$ cat src/rtl/gwp_pkg.sv
package gwp_pkg;

    localparam int MAX_STAGES = 64;

    // rest pattern: bit i is stage i+1, odd stages high
    function automatic logic [MAX_STAGES-1:0] idle_word();
        logic [MAX_STAGES-1:0] w;
        for (int i = 0; i < MAX_STAGES; i++) begin
            w[i] = (i % 2 == 0);
        end
        return w;
    endfunction

    typedef enum logic [0:0] {
        RD_IDLE  = 1'b0,
        RD_SHIFT = 1'b1
    } rd_state_e;

endpackage

$ cat src/rtl/gwp_chain.sv
module gwp_chain #(
    parameter int STAGES = 18,
    parameter int IDX_W  = 5,
    parameter int LEN_W  = 6,
    parameter int TRIG   = 11
) (
    input  logic              clk,
    input  logic              rst_n,
    input  logic              clr,
    input  logic              go,
    input  logic              flag,
    input  logic              hold,
    input  logic [IDX_W-1:0]  sel,
    input  logic [LEN_W-1:0]  len,
    output logic [STAGES-1:0] lat_o,
    output logic [IDX_W-1:0]  site_o,
    output logic              tap_o
);
    localparam logic [gwp_pkg::MAX_STAGES-1:0] IDLE_W = gwp_pkg::idle_word();
    localparam logic [STAGES-1:0] IDLE = IDLE_W[STAGES-1:0];

    typedef struct packed {
        logic [STAGES-1:0] stg;
        logic [STAGES-1:0] lat;
        logic [LEN_W-1:0]  left;
        logic [IDX_W-1:0]  site;
    } chain_t;

    chain_t            st_q, st_d;
    logic              hit;
    logic              accept;
    logic [STAGES-1:0] prev;

    always_comb begin
        st_d   = st_q;
        hit    = (st_q.left != '0);
        accept = go && !flag && !hold && !hit && (sel != '0);
        prev   = {st_q.stg[STAGES-2:0], 1'b0};
        if (!hold) begin
            for (int i = 0; i < STAGES; i++) begin
                st_d.stg[i] = ~prev[i] ^ (hit && (st_q.site == IDX_W'(i + 1)));
            end
            // transparent latch follows its stage while not held
            st_d.lat = st_d.stg;
            if (hit) begin
                st_d.left = st_q.left - 1'b1;
            end
            if (accept) begin
                st_d.left = len;
                st_d.site = sel;
            end
        end
        if (clr) begin
            st_d.stg  = IDLE;
            st_d.lat  = IDLE;
            st_d.left = '0;
        end
    end

    always_ff @(posedge clk or negedge rst_n) begin
        if (!rst_n) begin
            st_q <= chain_t'{stg: IDLE, lat: IDLE, left: '0, site: '0};
        end else begin
            st_q <= st_d;
        end
    end

    assign lat_o  = st_q.lat;
    assign site_o = st_q.site;
    assign tap_o  = st_q.stg[TRIG-1];

    AST_LATCH_FROZEN: assert property (@(posedge clk) disable iff (!rst_n)
        (hold && !clr) |=> $stable(st_q.lat));

    AST_NO_INJECT_LOCKED: assert property (@(posedge clk) disable iff (!rst_n)
        (go && (flag || hold) && !clr) |=> $stable(st_q.site));

endmodule

$ cat src/rtl/gwp_trigger.sv
module gwp_trigger #(
    parameter int   LAG      = 2,
    parameter logic IDLE_TAP = 1'b1
) (
    input  logic clk,
    input  logic rst_n,
    input  logic clr,
    input  logic tap,
    output logic flag_o,
    output logic hold_o
);
    typedef struct packed {
        logic           flag;
        logic [LAG-1:0] pipe;
    } trig_t;

    trig_t tr_q, tr_d;

    always_comb begin
        tr_d         = tr_q;
        tr_d.flag    = tr_q.flag | (tap != IDLE_TAP);
        tr_d.pipe[0] = tr_q.flag;
        for (int i = 1; i < LAG; i++) begin
            tr_d.pipe[i] = tr_q.pipe[i-1];
        end
        if (clr) begin
            tr_d = '0;
        end
    end

    always_ff @(posedge clk or negedge rst_n) begin
        if (!rst_n) begin
            tr_q <= '0;
        end else begin
            tr_q <= tr_d;
        end
    end

    assign flag_o = tr_q.flag;
    assign hold_o = tr_q.pipe[LAG-1];

    AST_TRIG_SETS_FLAG: assert property (@(posedge clk) disable iff (!rst_n)
        ((tap != IDLE_TAP) && !clr) |=> flag_o);

    AST_FLAG_STICKY: assert property (@(posedge clk) disable iff (!rst_n)
        (flag_o && !clr) |=> flag_o);

    AST_HOLD_NEEDS_FLAG: assert property (@(posedge clk) disable iff (!rst_n)
        hold_o |-> flag_o);

endmodule

$ cat src/rtl/gwp_decode.sv
module gwp_decode #(
    parameter int STAGES   = 18,
    parameter int IDX_W    = 5,
    parameter int WPS_W    = 11,
    parameter int STAGE_PS = 65
) (
    input  logic [STAGES-1:0] lat,
    input  logic [IDX_W-1:0]  site,
    input  logic              hold,
    output logic [IDX_W-1:0]  cnt_o,
    output logic [WPS_W-1:0]  width_o,
    output logic              sat_o
);
    localparam logic [gwp_pkg::MAX_STAGES-1:0] IDLE_W = gwp_pkg::idle_word();
    localparam logic [STAGES-1:0] IDLE = IDLE_W[STAGES-1:0];

    logic [STAGES-1:0] diff;
    logic [IDX_W-1:0]  cnt_v;
    logic              sat_v;

    always_comb begin
        diff  = lat ^ IDLE;
        cnt_v = '0;
        sat_v = 1'b0;
        for (int i = 0; i < STAGES; i++) begin
            cnt_v = cnt_v + IDX_W'(diff[i]);
            if (diff[i] && (site == IDX_W'(i + 1))) begin
                sat_v = 1'b1;
            end
        end
        if (!hold) begin
            cnt_v = '0;
            sat_v = 1'b0;
        end
        cnt_o   = cnt_v;
        width_o = WPS_W'(int'(cnt_v) * STAGE_PS);
        sat_o   = sat_v;
    end

endmodule

$ cat src/rtl/gwp_readout.sv
module gwp_readout #(
    parameter int STAGES = 18,
    parameter int IDX_W  = 5
) (
    input  logic              clk,
    input  logic              rst_n,
    input  logic              go,
    input  logic [STAGES-1:0] lat,
    output logic              ser_o,
    output logic              busy_o,
    output logic              done_o
);
    import gwp_pkg::*;

    typedef struct packed {
        rd_state_e         state;
        logic [STAGES-1:0] sh;
        logic [IDX_W-1:0]  cnt;
        logic              done;
    } rd_t;

    rd_t rd_q, rd_d;

    always_comb begin
        rd_d      = rd_q;
        rd_d.done = 1'b0;
        case (rd_q.state)
            RD_IDLE: begin
                if (go) begin
                    rd_d.sh    = lat;
                    rd_d.cnt   = IDX_W'(STAGES - 1);
                    rd_d.state = RD_SHIFT;
                end
            end
            RD_SHIFT: begin
                if (rd_q.cnt == '0) begin
                    rd_d.state = RD_IDLE;
                    rd_d.done  = 1'b1;
                end else begin
                    rd_d.sh  = rd_q.sh >> 1;
                    rd_d.cnt = rd_q.cnt - 1'b1;
                end
            end
            default: rd_d.state = RD_IDLE;
        endcase
    end

    always_ff @(posedge clk or negedge rst_n) begin
        if (!rst_n) begin
            rd_q <= rd_t'{state: RD_IDLE, sh: '0, cnt: '0, done: 1'b0};
        end else begin
            rd_q <= rd_d;
        end
    end

    assign ser_o  = rd_q.sh[0];
    assign busy_o = (rd_q.state == RD_SHIFT);
    assign done_o = rd_q.done;

    AST_DONE_SINGLE: assert property (@(posedge clk) disable iff (!rst_n)
        done_o |=> !done_o);

    AST_BUSY_DONE_EXCL: assert property (@(posedge clk) disable iff (!rst_n)
        !(busy_o && done_o));

    AST_START_LOADS: assert property (@(posedge clk) disable iff (!rst_n)
        (go && !busy_o) |=> busy_o);

    AST_GO_IGNORED_BUSY: assert property (@(posedge clk) disable iff (!rst_n)
        (busy_o && rd_q.cnt != '0) |=> (busy_o && rd_q.cnt == $past(rd_q.cnt) - 1'b1));

endmodule

$ cat src/rtl/glitch_capture.sv
module glitch_capture #(
    parameter int STAGES     = 18,
    parameter int TRIG_STAGE = 11,
    parameter int LAG        = 2,
    parameter int STAGE_PS   = 65,
    parameter int LEN_W      = 6,
    localparam int IDX_W     = $clog2(STAGES + 1),
    localparam int WPS_W     = $clog2(STAGES * STAGE_PS + 1)
) (
    input  logic             clk,
    input  logic             rst_n,
    input  logic             rearm_i,
    input  logic             inj_go_i,
    input  logic [IDX_W-1:0] inj_stage_i,
    input  logic [LEN_W-1:0] inj_len_i,
    input  logic             rd_go_i,
    output logic             pass_o,
    output logic             hold_o,
    output logic             ser_o,
    output logic             rd_busy_o,
    output logic             rd_done_o,
    output logic [IDX_W-1:0] flip_cnt_o,
    output logic [WPS_W-1:0] width_ps_o,
    output logic             sat_o
);
    localparam logic [gwp_pkg::MAX_STAGES-1:0] IDLE_W = gwp_pkg::idle_word();
    localparam logic IDLE_TAP = IDLE_W[TRIG_STAGE-1];

    logic              clr;
    logic              flag;
    logic              hold;
    logic              tap;
    logic [STAGES-1:0] lat;
    logic [IDX_W-1:0]  site;

    assign clr = rearm_i && !rd_busy_o;

    gwp_chain #(
        .STAGES (STAGES),
        .IDX_W  (IDX_W),
        .LEN_W  (LEN_W),
        .TRIG   (TRIG_STAGE)
    ) chain_i (
        .clk    (clk),
        .rst_n  (rst_n),
        .clr    (clr),
        .go     (inj_go_i),
        .flag   (flag),
        .hold   (hold),
        .sel    (inj_stage_i),
        .len    (inj_len_i),
        .lat_o  (lat),
        .site_o (site),
        .tap_o  (tap)
    );

    gwp_trigger #(
        .LAG      (LAG),
        .IDLE_TAP (IDLE_TAP)
    ) trig_i (
        .clk    (clk),
        .rst_n  (rst_n),
        .clr    (clr),
        .tap    (tap),
        .flag_o (flag),
        .hold_o (hold)
    );

    gwp_decode #(
        .STAGES   (STAGES),
        .IDX_W    (IDX_W),
        .WPS_W    (WPS_W),
        .STAGE_PS (STAGE_PS)
    ) dec_i (
        .lat     (lat),
        .site    (site),
        .hold    (hold),
        .cnt_o   (flip_cnt_o),
        .width_o (width_ps_o),
        .sat_o   (sat_o)
    );

    gwp_readout #(
        .STAGES (STAGES),
        .IDX_W  (IDX_W)
    ) rd_i (
        .clk    (clk),
        .rst_n  (rst_n),
        .go     (rd_go_i),
        .lat    (lat),
        .ser_o  (ser_o),
        .busy_o (rd_busy_o),
        .done_o (rd_done_o)
    );

    assign hold_o = hold;
    assign pass_o = !hold;

    AST_REARM_BLOCKED: assert property (@(posedge clk) disable iff (!rst_n)
        (rearm_i && rd_busy_o && hold_o) |=> hold_o);

    AST_REARM_CLEARS: assert property (@(posedge clk) disable iff (!rst_n)
        (rearm_i && !rd_busy_o) |=> (pass_o && flip_cnt_o == '0));

    AST_SAT_NEEDS_HOLD: assert property (@(posedge clk) disable iff (!rst_n)
        sat_o |-> (hold_o && flip_cnt_o != '0));

endmodule

$ cat config.mk
export PLATFORM = sky130hd
export DESIGN_NAME = glitch_capture
export DESIGN_NICKNAME = d
export VERILOG_FILES = /design/src/rtl/gwp_pkg.sv /design/src/rtl/gwp_chain.sv /design/src/rtl/gwp_trigger.sv /design/src/rtl/gwp_decode.sv /design/src/rtl/gwp_readout.sv /design/src/rtl/glitch_capture.sv
export SDC_FILE = /design/constraint.sdc
export NUM_CORES = 1
export LEC_CHECK = 0
export ABC_CLOCK_PERIOD_IN_PS = 9450
export BUFFER_PORTS_ARGS = -buffer_cell sky130_fd_sc_hd__buf_2
export CAP_MARGIN = 15
export CORE_MARGIN = 5
export CORE_UTILIZATION = 30
export DETAILED_ROUTE_END_ITERATION = 8
export PLACE_DENSITY = 0.54
export SKIP_LAST_GASP = 1
export SYNTH_ARGS = -nofsm -noshare
export SYNTH_HDL_FRONTEND = slang
export SYNTH_SLANG_ARGS = --single-unit
$ cat constraint.sdc
create_clock -name clk -period 9.45 [get_ports clk]
set_clock_uncertainty 0.1 [all_clocks]
set_input_delay 0 -clock clk [delete_from_list [all_inputs] [get_ports clk]]
set_output_delay 0 -clock clk [all_outputs]
set_load 0.005 [all_outputs]
# Yosys cells after proc, flatten, opt, wreduce, memory -nomap -nowiden
# Index checks and enable logic that the tools add are counted.
# W data, S select, Z words.
dict set report word_totals {
  wordCells 173
  in_bits 16
  ff_bits 74
}
dict set report op_classes {
  eq_ne 21
  add_sub_neg 19
  n_reduce_logical 52
  mux 31
  n_mul 1
  bitwise 39
}
# operator count
set ops {}
lappend ops {{$add A5 B1 Y5} 16}
lappend ops {{$pmux W24 S2} 1}
lappend ops {{$mux W46} 1}
lappend ops {{$logic_and A1 B1 Y1} 41}
lappend ops {{$mux W41} 1}
lappend ops {{$eq A5 B4 Y1 const B} 8}
lappend ops {{$mux W24} 1}
lappend ops {{$mux W23} 1}
lappend ops {{$mux W1} 22}
lappend ops {{$eq A5 B3 Y1 const B} 4}
lappend ops {{$not A1 Y1} 20}
lappend ops {{$xor A1 B1 Y1} 17}
lappend ops {{$eq A5 B5 Y1 const B} 3}
lappend ops {{$mul A5 B7 Y11 const B} 1}
lappend ops {{$mux W11} 1}
lappend ops {{$eq A5 B2 Y1 const B} 2}
lappend ops {{$not A9 Y9} 1}
lappend ops {{$mux W6} 1}
lappend ops {{$ne A2 B2 Y1 const B} 3}
lappend ops {{$reduce_and A2 Y1} 3}
lappend ops {{$reduce_bool A6 Y1} 1}
lappend ops {{$sub A6 B1 Y6 const B} 1}
lappend ops {{$eq A5 B1 Y1 const B} 1}
lappend ops {{$logic_not A5 Y1} 1}
lappend ops {{8 further kinds} 11}

# Logic depth before layout (Yosys ltp)
# Gate-level depths: netlist (run 1).
dict set report logic_depth {
  depth_word 21
  ltp_mapped 16
}

# Modules after synthesis
# From an unflattened synthesis (run 1), not the netlist that was laid out.
dict set report hier_totals {
  cells_unflattened 414
  area_unflattened_um2 4035.1
}
# module instances cells_each seq_area_each_um2 area_each_um2
set by_module_without_submodules {}
lappend by_module_without_submodules {gwp_chain 1 201 737.0 1928.1}
lappend by_module_without_submodules {gwp_readout 1 111 625.6 1212.4}
lappend by_module_without_submodules {gwp_decode 1 93 0.0 779.5}
lappend by_module_without_submodules {gwp_trigger 1 7 75.1 97.6}
lappend by_module_without_submodules {glitch_capture 1 2 0.0 17.5}

# Least setup slack after synthesis (run 1)
# No wires, ideal clock.
dict set report synth_timing {
  path_kind {reg-to-output}
  from {register chain_i.st_q, in the netlist chain_i.lat_o[0]}
  to {output port width_ps_o[10]}
  slack_ns 5.132
  t_arrival_ns 4.218
  path_stages_with_launch 16
  n_path_buf 1
  t_required_ns 9.350
  cell_sequence {dfstp_2 > inv_1 > ha_1 > inv_1 > fa_1 > inv_1 > fa_1 > fa_1 > inv_1 > fa_1 > fa_1 > fa_1 > inv_1 > a21oi_1 > nor3_1 > buf_4}
}
dict set report synth_via {
  elab_chain_len 20
}
# item line
set synth_lines {}
lappend synth_lines {{start, declared} gwp_chain.sv:29} ;# chain_t st_q, st_d;
lappend synth_lines {{start signal, assigned} gwp_chain.sv:62} ;# st_q <= chain_t'{stg: IDLE, lat: IDLE, left: '0, site: '0};
lappend synth_lines {{start signal, assigned} gwp_chain.sv:64} ;# st_q <= st_d;
lappend synth_lines {{$not A9 Y9 (no line)} --}
lappend synth_lines {{$add A1 B1 Y2} gwp_decode.sv:26} ;# cnt_v = cnt_v + IDX_W'(diff[i]);
lappend synth_lines {{$add A5 B1 Y5 (16 in series)} gwp_decode.sv:26}
lappend synth_lines {{$mux W5} gwp_decode.sv:31} ;# if (!hold) begin
lappend synth_lines {{net flip_cnt_o[4]} glitch_capture.sv:22} ;# output logic [IDX_W-1:0] flip_cnt_o,
lappend synth_lines {{$mul A5 B7 Y11} gwp_decode.sv:36} ;# width_o = WPS_W'(int'(cnt_v) * STAGE_PS);
lappend synth_lines {{end, declared} glitch_capture.sv:23} ;# output logic [WPS_W-1:0] width_ps_o,
# The timed path passes the listed nets, and every way through them passes these cells.

# Worst setup path after layout (run 1)
dict set report layout_timing {
  from {register chain_i.st_q, in the netlist chain_i.lat_o[0]}
  to {output port width_ps_o[10]}
}
dict set report layout_via {
  elab_chain_len 20
}
# item line
set layout_lines {}
lappend layout_lines {{$not A9 Y9 (no line)} --}
lappend layout_lines {{$add A1 B1 Y2} gwp_decode.sv:26}
lappend layout_lines {{$add A5 B1 Y5 (16 in series)} gwp_decode.sv:26}
lappend layout_lines {{$mux W5} gwp_decode.sv:31}
lappend layout_lines {{$mul A5 B7 Y11} gwp_decode.sv:36}
# No other way between the ends.

==> results of run 1 <==
[state kept, by name (all words and copies together), names as in the netlist]
signal and cells:
rd_i.done_o 1, trig_i.flag_o 1, chain_i.lat_o 18, rd_i.busy_o 1, chain_i.st_q 6, rd_i.ser_o 1
trig_i.tr_q 1, trig_i.hold_o 1, chain_i.site_o 5, rd_i.rd_q 22
[per-stage QoR]
stage          utilization  instance area (sq um)  hold slack, ns
2_1_floorplan            -                   3710          -0.396
3_3_place_gp         0.328                   3950           0.101
3_5_place_dp         0.328                   3950           0.111
4_1_cts              0.360                   4340           0.108
5_1_grt              0.360                   4340           0.134
6_report             0.360                   4340           0.114
[metal layers]
metal  part of all wire  wire length [microns]  GRT usage  up-vias
li1                   -                      -          -     1411
met1               0.46                   4230      0.176     1454
met2               0.48                   4470      0.213       69
met3              0.048                    444     0.0373       11
met4              0.013                    123     0.0308        0
met5                  0                      0          0        -
[cells by family after synthesis]
logic type,count (synthesis)
AND/OR/NAND/NOR,113
AO/OA/AOI/OAI,98
buffers and inverters,74
flip-flops,57
adder cells (fa/ha/maj),20
XOR/XNOR,15
multiplexers,12
other,1
[what timing repair did]
item / in CTS / in global routing
hold buffers: 13 / 0
endpoints found under the setup margin: 0 / 0
endpoints found under the hold margin: 62 / 0
buffers inserted: 0 / 0
[layout make-up]
cell class	count	area, sq um
clock inverters	4	22.5
flip-flops and latches	57	1440
clock buffers	12	236
fillers	1218	7720
repair buffers	53	340
inverters	40	150
multi-input cells	259	1940
well taps	168	210
[cells in the final DEF, fill, tap and decap left out, types with 4 or more instances in the layout]
cell type,netlist,final
nor2_1,17,17
nor2b_1,5,5
o21ai_0,18,18
buf_2,7,36
mux2_2,7,7
dlygate4sd3_1,0,13
ha_1,8,8
o211ai_1,4,4
nand3_1,8,8
dfrtp_1,48,48
dfstp_2,9,9
nor3_1,8,8
nand2b_1,4,4
mux2i_1,4,4
fa_1,12,12
xor2_1,5,5
clkbuf_16,0,9
a21oi_1,12,12
inv_1,40,40
xnor2_1,10,10
a22oi_1,17,17
buf_4,11,4
a211oi_1,18,18
nand2_1,49,49
[worst min-delay path, delay by kind of cell]
kind / cells / cell delay [ns]
buffers and inverters: 1 / 0.10
AND/OR/NAND/NOR: 2 / 0.39
[worst max path at each step]
stage                                      start             end  slack, ns  cells after the start
global placement    chain_i.lat_o[0]$_DFFE_PN1P_  width_ps_o[10]       5.15                     15
detailed placement  chain_i.lat_o[0]$_DFFE_PN1P_  width_ps_o[10]       5.07                     15
finish              chain_i.lat_o[0]$_DFFE_PN1P_  width_ps_o[10]       4.72                     15
global route        chain_i.lat_o[0]$_DFFE_PN1P_  width_ps_o[10]       4.55                     15
CTS                 chain_i.lat_o[0]$_DFFE_PN1P_  width_ps_o[10]       4.71                     15
floorplan           chain_i.lat_o[0]$_DFFE_PN1P_  width_ps_o[10]       5.13                     15
==> run_results.csv, run 1 <==
group,metric,value,unit
yosys,syn_area_per_cell,9.52,sq um
yosys,synth_area,3710,sq um
critical_path,arrival,4.63,ns
yosys,yosysSeqAreaShare,0.387,
critical_path,max_stage_delay,0.57,ns
worst_hold_path,hp-start,"rearm_i",
placement,dp_cells,564,
routing,avgViaCountPerCell,4.97,
critical_path,cp_common_cell,"fa_1",
placement,port_buffers,36,
clock_network,max-clock-path-buffers,2,
floorplanning,die_h,121,microns
critical_path,critical_path.top_delay_family,"adder cells",
cells_and_area,syn2layout_area_growth,17.0,%
yosys,synth_top_area_frac,0.324,
cells_and_area,diodes,0,
timing,rsz0062_at_grt,"false",
global_routing,grt_start_max_net_pins,58,
yosys,synth_cell_types,63,
clock_network,cts.sinks,57,
global_routing,antenna_found_initial,0,
floorplanning,io_pins,38,
yosys,yosys.area_share.simple,0.154,
global_routing,grt_use_total,0.132,
timing,worst_pin_slew,0.940,ns
yosys,synth_adder_area_share,0.0917,
critical_path,cp.required,9.35,ns
worst_hold_path,hold_end,"trig_i.tr_q[0]$_DFF_PN0_",
clock_network,tritoncts,"done",
clock_network,clkTransAtPathRegs,0.05,ns
critical_path,path_class,"register to primary output",
yosys,synth_commonest_cells,"nand2_1 (49), dfrtp_1 (48), inv_1 (40), a211oi_1 (18), o21ai_0 (18)",
routing,post-route-drc-count,0,
yosys,synth_mux_area_frac,0.0381,
clock_network,cts-resized-gates,0,
cells_and_area,final_cells,593,
critical_path,worst_path_max_delay_cell,"dfstp_2",
yosys,async_flop_share,1.00,
critical_path,r2r_end,"chain_i.st_q[8]$_DFFE_PN0P_",
critical_path,reg2reg_depth,6,
placement,preCtsSetupSlack,5.07,ns
floorplanning,rows,40,
global_routing,grt_pass1_wl,15.3,mm
yosys,synth.area.top_cells,"dfrtp_1 (32%), fa_1 (6.5%), dfstp_2 (6.4%)",
timing,slew_violations,0,
routing,avgRoutedWirePerCell,15.6,microns
yosys,synth_flop_cell,"dfrtp_1",
yosys,synth-compound-area-share,0.202,
timing,fmax,211,MHz
critical_path,critPathBufInv,6,
timing,fin_crit_sh,0.501,
worst_hold_path,hold_path_depth,3,
critical_path,reg2reg_from,"chain_i.st_q[5]$_DFFE_PN0P_",
critical_path,worstSetupEndpointType,"primary output",
placement,globalplace.congestion,0.845,
yosys,synth_nets,426,
yosys,yosys.area_share.xor_xnor,0.0354,
floorplanning,dieArea,14700,sq um
yosys,netlist_instances,390,
cells_and_area,drive_gt1_frac,0.195,
timing,slew_headroom,0.374,
run_status,status,"finished clean",
worst_hold_path,hold_class,"input pin to register",
floorplanning,initial_core_util,0.308,
timing,finalSetupViolations,0,
floorplanning,fp.dieW,121,microns
clock_network,insertion_delay,0.33,ns
clock_network,cts_root_buf,"clkbuf_16",
global_routing,grt-ovfl-total,0,
placement,dp_hpwl,6.46,mm
yosys,synth_top_family_by_area,"compound AO/OA/AOI/OAI gates",
routing,postRouteAntennaNets,0,
timing,setup_tns,0,ns
timing,hold_viol_final,0,
clock_network,cts_buffers,9,
routing,drt_iter0_markers,183,
yosys,synth_edf_count,0,
run,cap_violations,0,
yosys,yosysTopAreaCell,"dfrtp_1",
yosys,synth_most_common_cell,"nand2_1",
routing,routed_wl,9.26,mm
critical_path,worst-path-max-fanout,5,
global_routing,grt_pass1_vias,2936,
timing,finalWorstPathRequiredPeriod,4.73,ns
critical_path,cp_cell_sequence,"inv_1, ha_1, inv_1, fa_1, inv_1, fa_1, fa_1, inv_1, fa_1, fa_1, fa_1, inv_1, a21oi_1, nor3_1, buf_2",
critical_path,start_kind,"register",
critical_path,r2r_slack,6.67,ns
timing,setup_ws,4.72,ns
floorplanning,core_area,12100,sq um
yosys,ys.warnings.count,0,
routing,via_count,2945,
cells_and_area,nets,456,
yosys,ys_ff_latch,57,
routing,firstDrtPassIters,5,
clock_network,htree_levels,3,
Power of run 1 is left out: the tool's default activity adds up to more than one toggle a clock period on the data nets, which glitch-free logic cannot reach.
==> inputs of run 2 (changes only) <==
--- a/config.mk
+++ b/config.mk
@@ -5,7 +5,7 @@
 export SDC_FILE = /design/constraint.sdc
 export NUM_CORES = 1
 export LEC_CHECK = 0
-export ABC_CLOCK_PERIOD_IN_PS = 9450
+export ABC_CLOCK_PERIOD_IN_PS = 4400
 export BUFFER_PORTS_ARGS = -buffer_cell sky130_fd_sc_hd__buf_2
 export CAP_MARGIN = 15
 export CORE_MARGIN = 5
==> constraint.sdc (replaced) <==
create_clock -name clk -period 4.4 [get_ports clk]
set_clock_uncertainty 0.1 [all_clocks]
set_input_delay 0 -clock clk [delete_from_list [all_inputs] [get_ports clk]]
set_output_delay 0 -clock clk [all_outputs]
set_load 0.005 [all_outputs]
==> run 2 against run 1 <==
The flow now finishes with violations (setup timing). Sequential share of layout area decreased by 0.87 points. Wire length increased by 0.23%. Final cell count increased by 0.51%. Global-route usage increased by 0.16 points. Die area unchanged. Non-clock buffer count increased by 3. Critical path depth decreased by 1. Register-to-register slack got worse by 4.6 ns. Setup slack got worse by 4.7 ns. Sequential cell count unchanged. Largest cell class unchanged.
==> run_results.csv, run 2 (synthesis gave the netlist of run 1 again) <==
group,metric,value,unit
cells_and_area,largest_reg_flops,22,
placement,dp_hpwl,6.50,mm
routing,drt_iter0_markers,244,
floorplanning,initial_core_util,0.308,
critical_path,start_kind,"register",
timing,hold_viol_final,0,
global_routing,grt_use_total,0.134,
floorplanning,io_pins,38,
timing,rsz0062_at_grt,"true",
cells_and_area,mostFrequentLayoutCells,"nand2_1 (49), dfrtp_1 (48), inv_1 (36), buf_2 (36)",
routing,postRouteAntennaNets,0,
worst_hold_path,hold_path_depth,4,
placement,port_buffers,36,
clock_network,tritoncts,"done",
critical_path,r2r_end,"rd_i.rd_q[4]$_DFFE_PN0P_",
clock_network,cts_setup_buffers,0,
clock_network,htree_levels,3,
timing,slew_headroom,0.401,
critical_path,r2r_slack,2.06,ns
clock_network,cts_buffers,9,
worst_hold_path,hp-start,"inj_go_i",
cells_and_area,seq_area,1440,sq um
routing,routed_wl,9.29,mm
routing,post-route-drc-count,0,
clock_network,cts_root_buf,"clkbuf_16",
timing,worst_pin_slew,0.898,ns
worst_hold_path,hold_end,"chain_i.st_q[5]$_DFFE_PN0P_",
timing,fmax,227,MHz
timing,slew_violations,0,
timing,fin_crit_sh,1.00,
critical_path,worst-path-max-fanout,3,
cells_and_area,nFillCells,1204,
timing,finalWorstPathRequiredPeriod,4.41,ns
critical_path,cp.required,4.30,ns
cells_and_area,multi_input_area,1980,sq um
global_routing,grt_pass1_vias,2918,
routing,avgRoutedWirePerCell,15.6,microns
cells_and_area,syn2layout_area_growth,20.1,%
critical_path,arrival,4.31,ns
global_routing,grt_start_max_net_pins,58,
clock_network,insertion_delay,0.33,ns
critical_path,reg2reg_depth,6,
timing,finalSetupViolations,3,
critical_path,reg2reg_from,"rd_i.rd_q[1]$_DFFE_PN0P_",
cells_and_area,diodes,0,
floorplanning,core_area,12100,sq um
cells_and_area,largest_register,"rd_i.rd_q",
run_status,violations,"setup timing",
worst_hold_path,hold_class,"input pin to register",
timing,setup_ws,-0.0103,ns
critical_path,worstSetupEndpointType,"primary output",
routing,via_count,2894,
placement,globalplace.congestion,0.856,
run,cap_violations,0,
critical_path,path_class,"register to primary output",
global_routing,antenna_found_initial,0,
floorplanning,rows,40,
run_status,status,"complete, but fails checks",
routing,avgViaCountPerCell,4.86,
floorplanning,die_h,121,microns
clock_network,max-clock-path-buffers,2,
floorplanning,fp.dieW,121,microns
timing,setup_tns,-0.0188,ns
floorplanning,dieArea,14700,sq um
routing,firstDrtPassIters,4,
global_routing,grt_pass1_wl,15.4,mm
cells_and_area,nets,459,
clock_network,clkTransAtPathRegs,0.05,ns
clock_network,cts.sinks,57,
cells_and_area,drive_gt1_frac,0.231,
global_routing,grt-ovfl-total,0,
cells_and_area,final_common_cell,"nand2_1",
run 2: changes by cell type in the layout (fill, tap and decap cells not counted), sizes merged:
| cell | delta |
|---|---|
| buf | +3 |
| bufinv | +2 |
| clkbuf | -1 |
| clkinvlp | -1 |
run 2: cell type report:
cell class                 count  share of cell area
timing repair buffer          56              0.0814
sequential                    57               0.322
inverter                      40              0.0337
clock inverter                 5              0.0177
clock buffer                  11              0.0544
tap                          168              0.0471
multi-input combinational    259               0.443
run 2: worst max-delay path: stages (launching register included):
cell and delay [ns]:
dfstp_2 0.53, inv_2 0.05, ha_4 0.25, inv_2 0.03, fa_1 0.47, inv_1 0.05
fa_1 0.45, fa_1 0.40, fa_1 0.51, ha_1 0.30, nor2b_1 0.13, o21a_1 0.18
or3_1 0.34, a21oi_2 0.16, buf_2 0.15
run 2: metrics by stage:
stage               std cells  hold WS (ns)  area, sq um  setup slack [ns]   util
floorplan                 390        -0.396         3710            0.0821      -
global placement          567         0.104         3980             0.146  0.330
detailed placement        567         0.104         3980            0.0576  0.330
CTS                       596         0.113         4460           -0.0849  0.370
global route              596         0.158         4460            -0.143  0.370
finish                    596         0.130         4460           -0.0103  0.370
run 2: worst max path at each step:
stage / start / to
floorplan: chain_i.lat_o[0]$_DFFE_PN1P_ / width_ps_o[10]
global placement: chain_i.lat_o[0]$_DFFE_PN1P_ / flip_cnt_o[4]
detailed placement: chain_i.lat_o[0]$_DFFE_PN1P_ / width_ps_o[10]
CTS: chain_i.lat_o[0]$_DFFE_PN1P_ / width_ps_o[9]
global route: chain_i.lat_o[0]$_DFFE_PN1P_ / width_ps_o[9]
finish: chain_i.lat_o[0]$_DFFE_PN1P_ / width_ps_o[9]
run 2: repair_timing:
item,4_1_cts,5_1_grt
setup endpoints to repair,12,12
endpoints found under the hold margin,62,0
pin swaps,2,3
cloned,0,0
hold buffers,13,0
gates resized for setup,11,0
run 2: metal layers:
metal | up-vias | track usage | wire (microns)
met4 | 0 | 0.0504 | 182
met2 | 76 | 0.211 | 4450
met3 | 12 | 0.0359 | 443
met1 | 1387 | 0.175 | 4210
li1 | 1419 | - | -
met5 | - | 0 | 0
Power of run 2 is left out for the same reason.
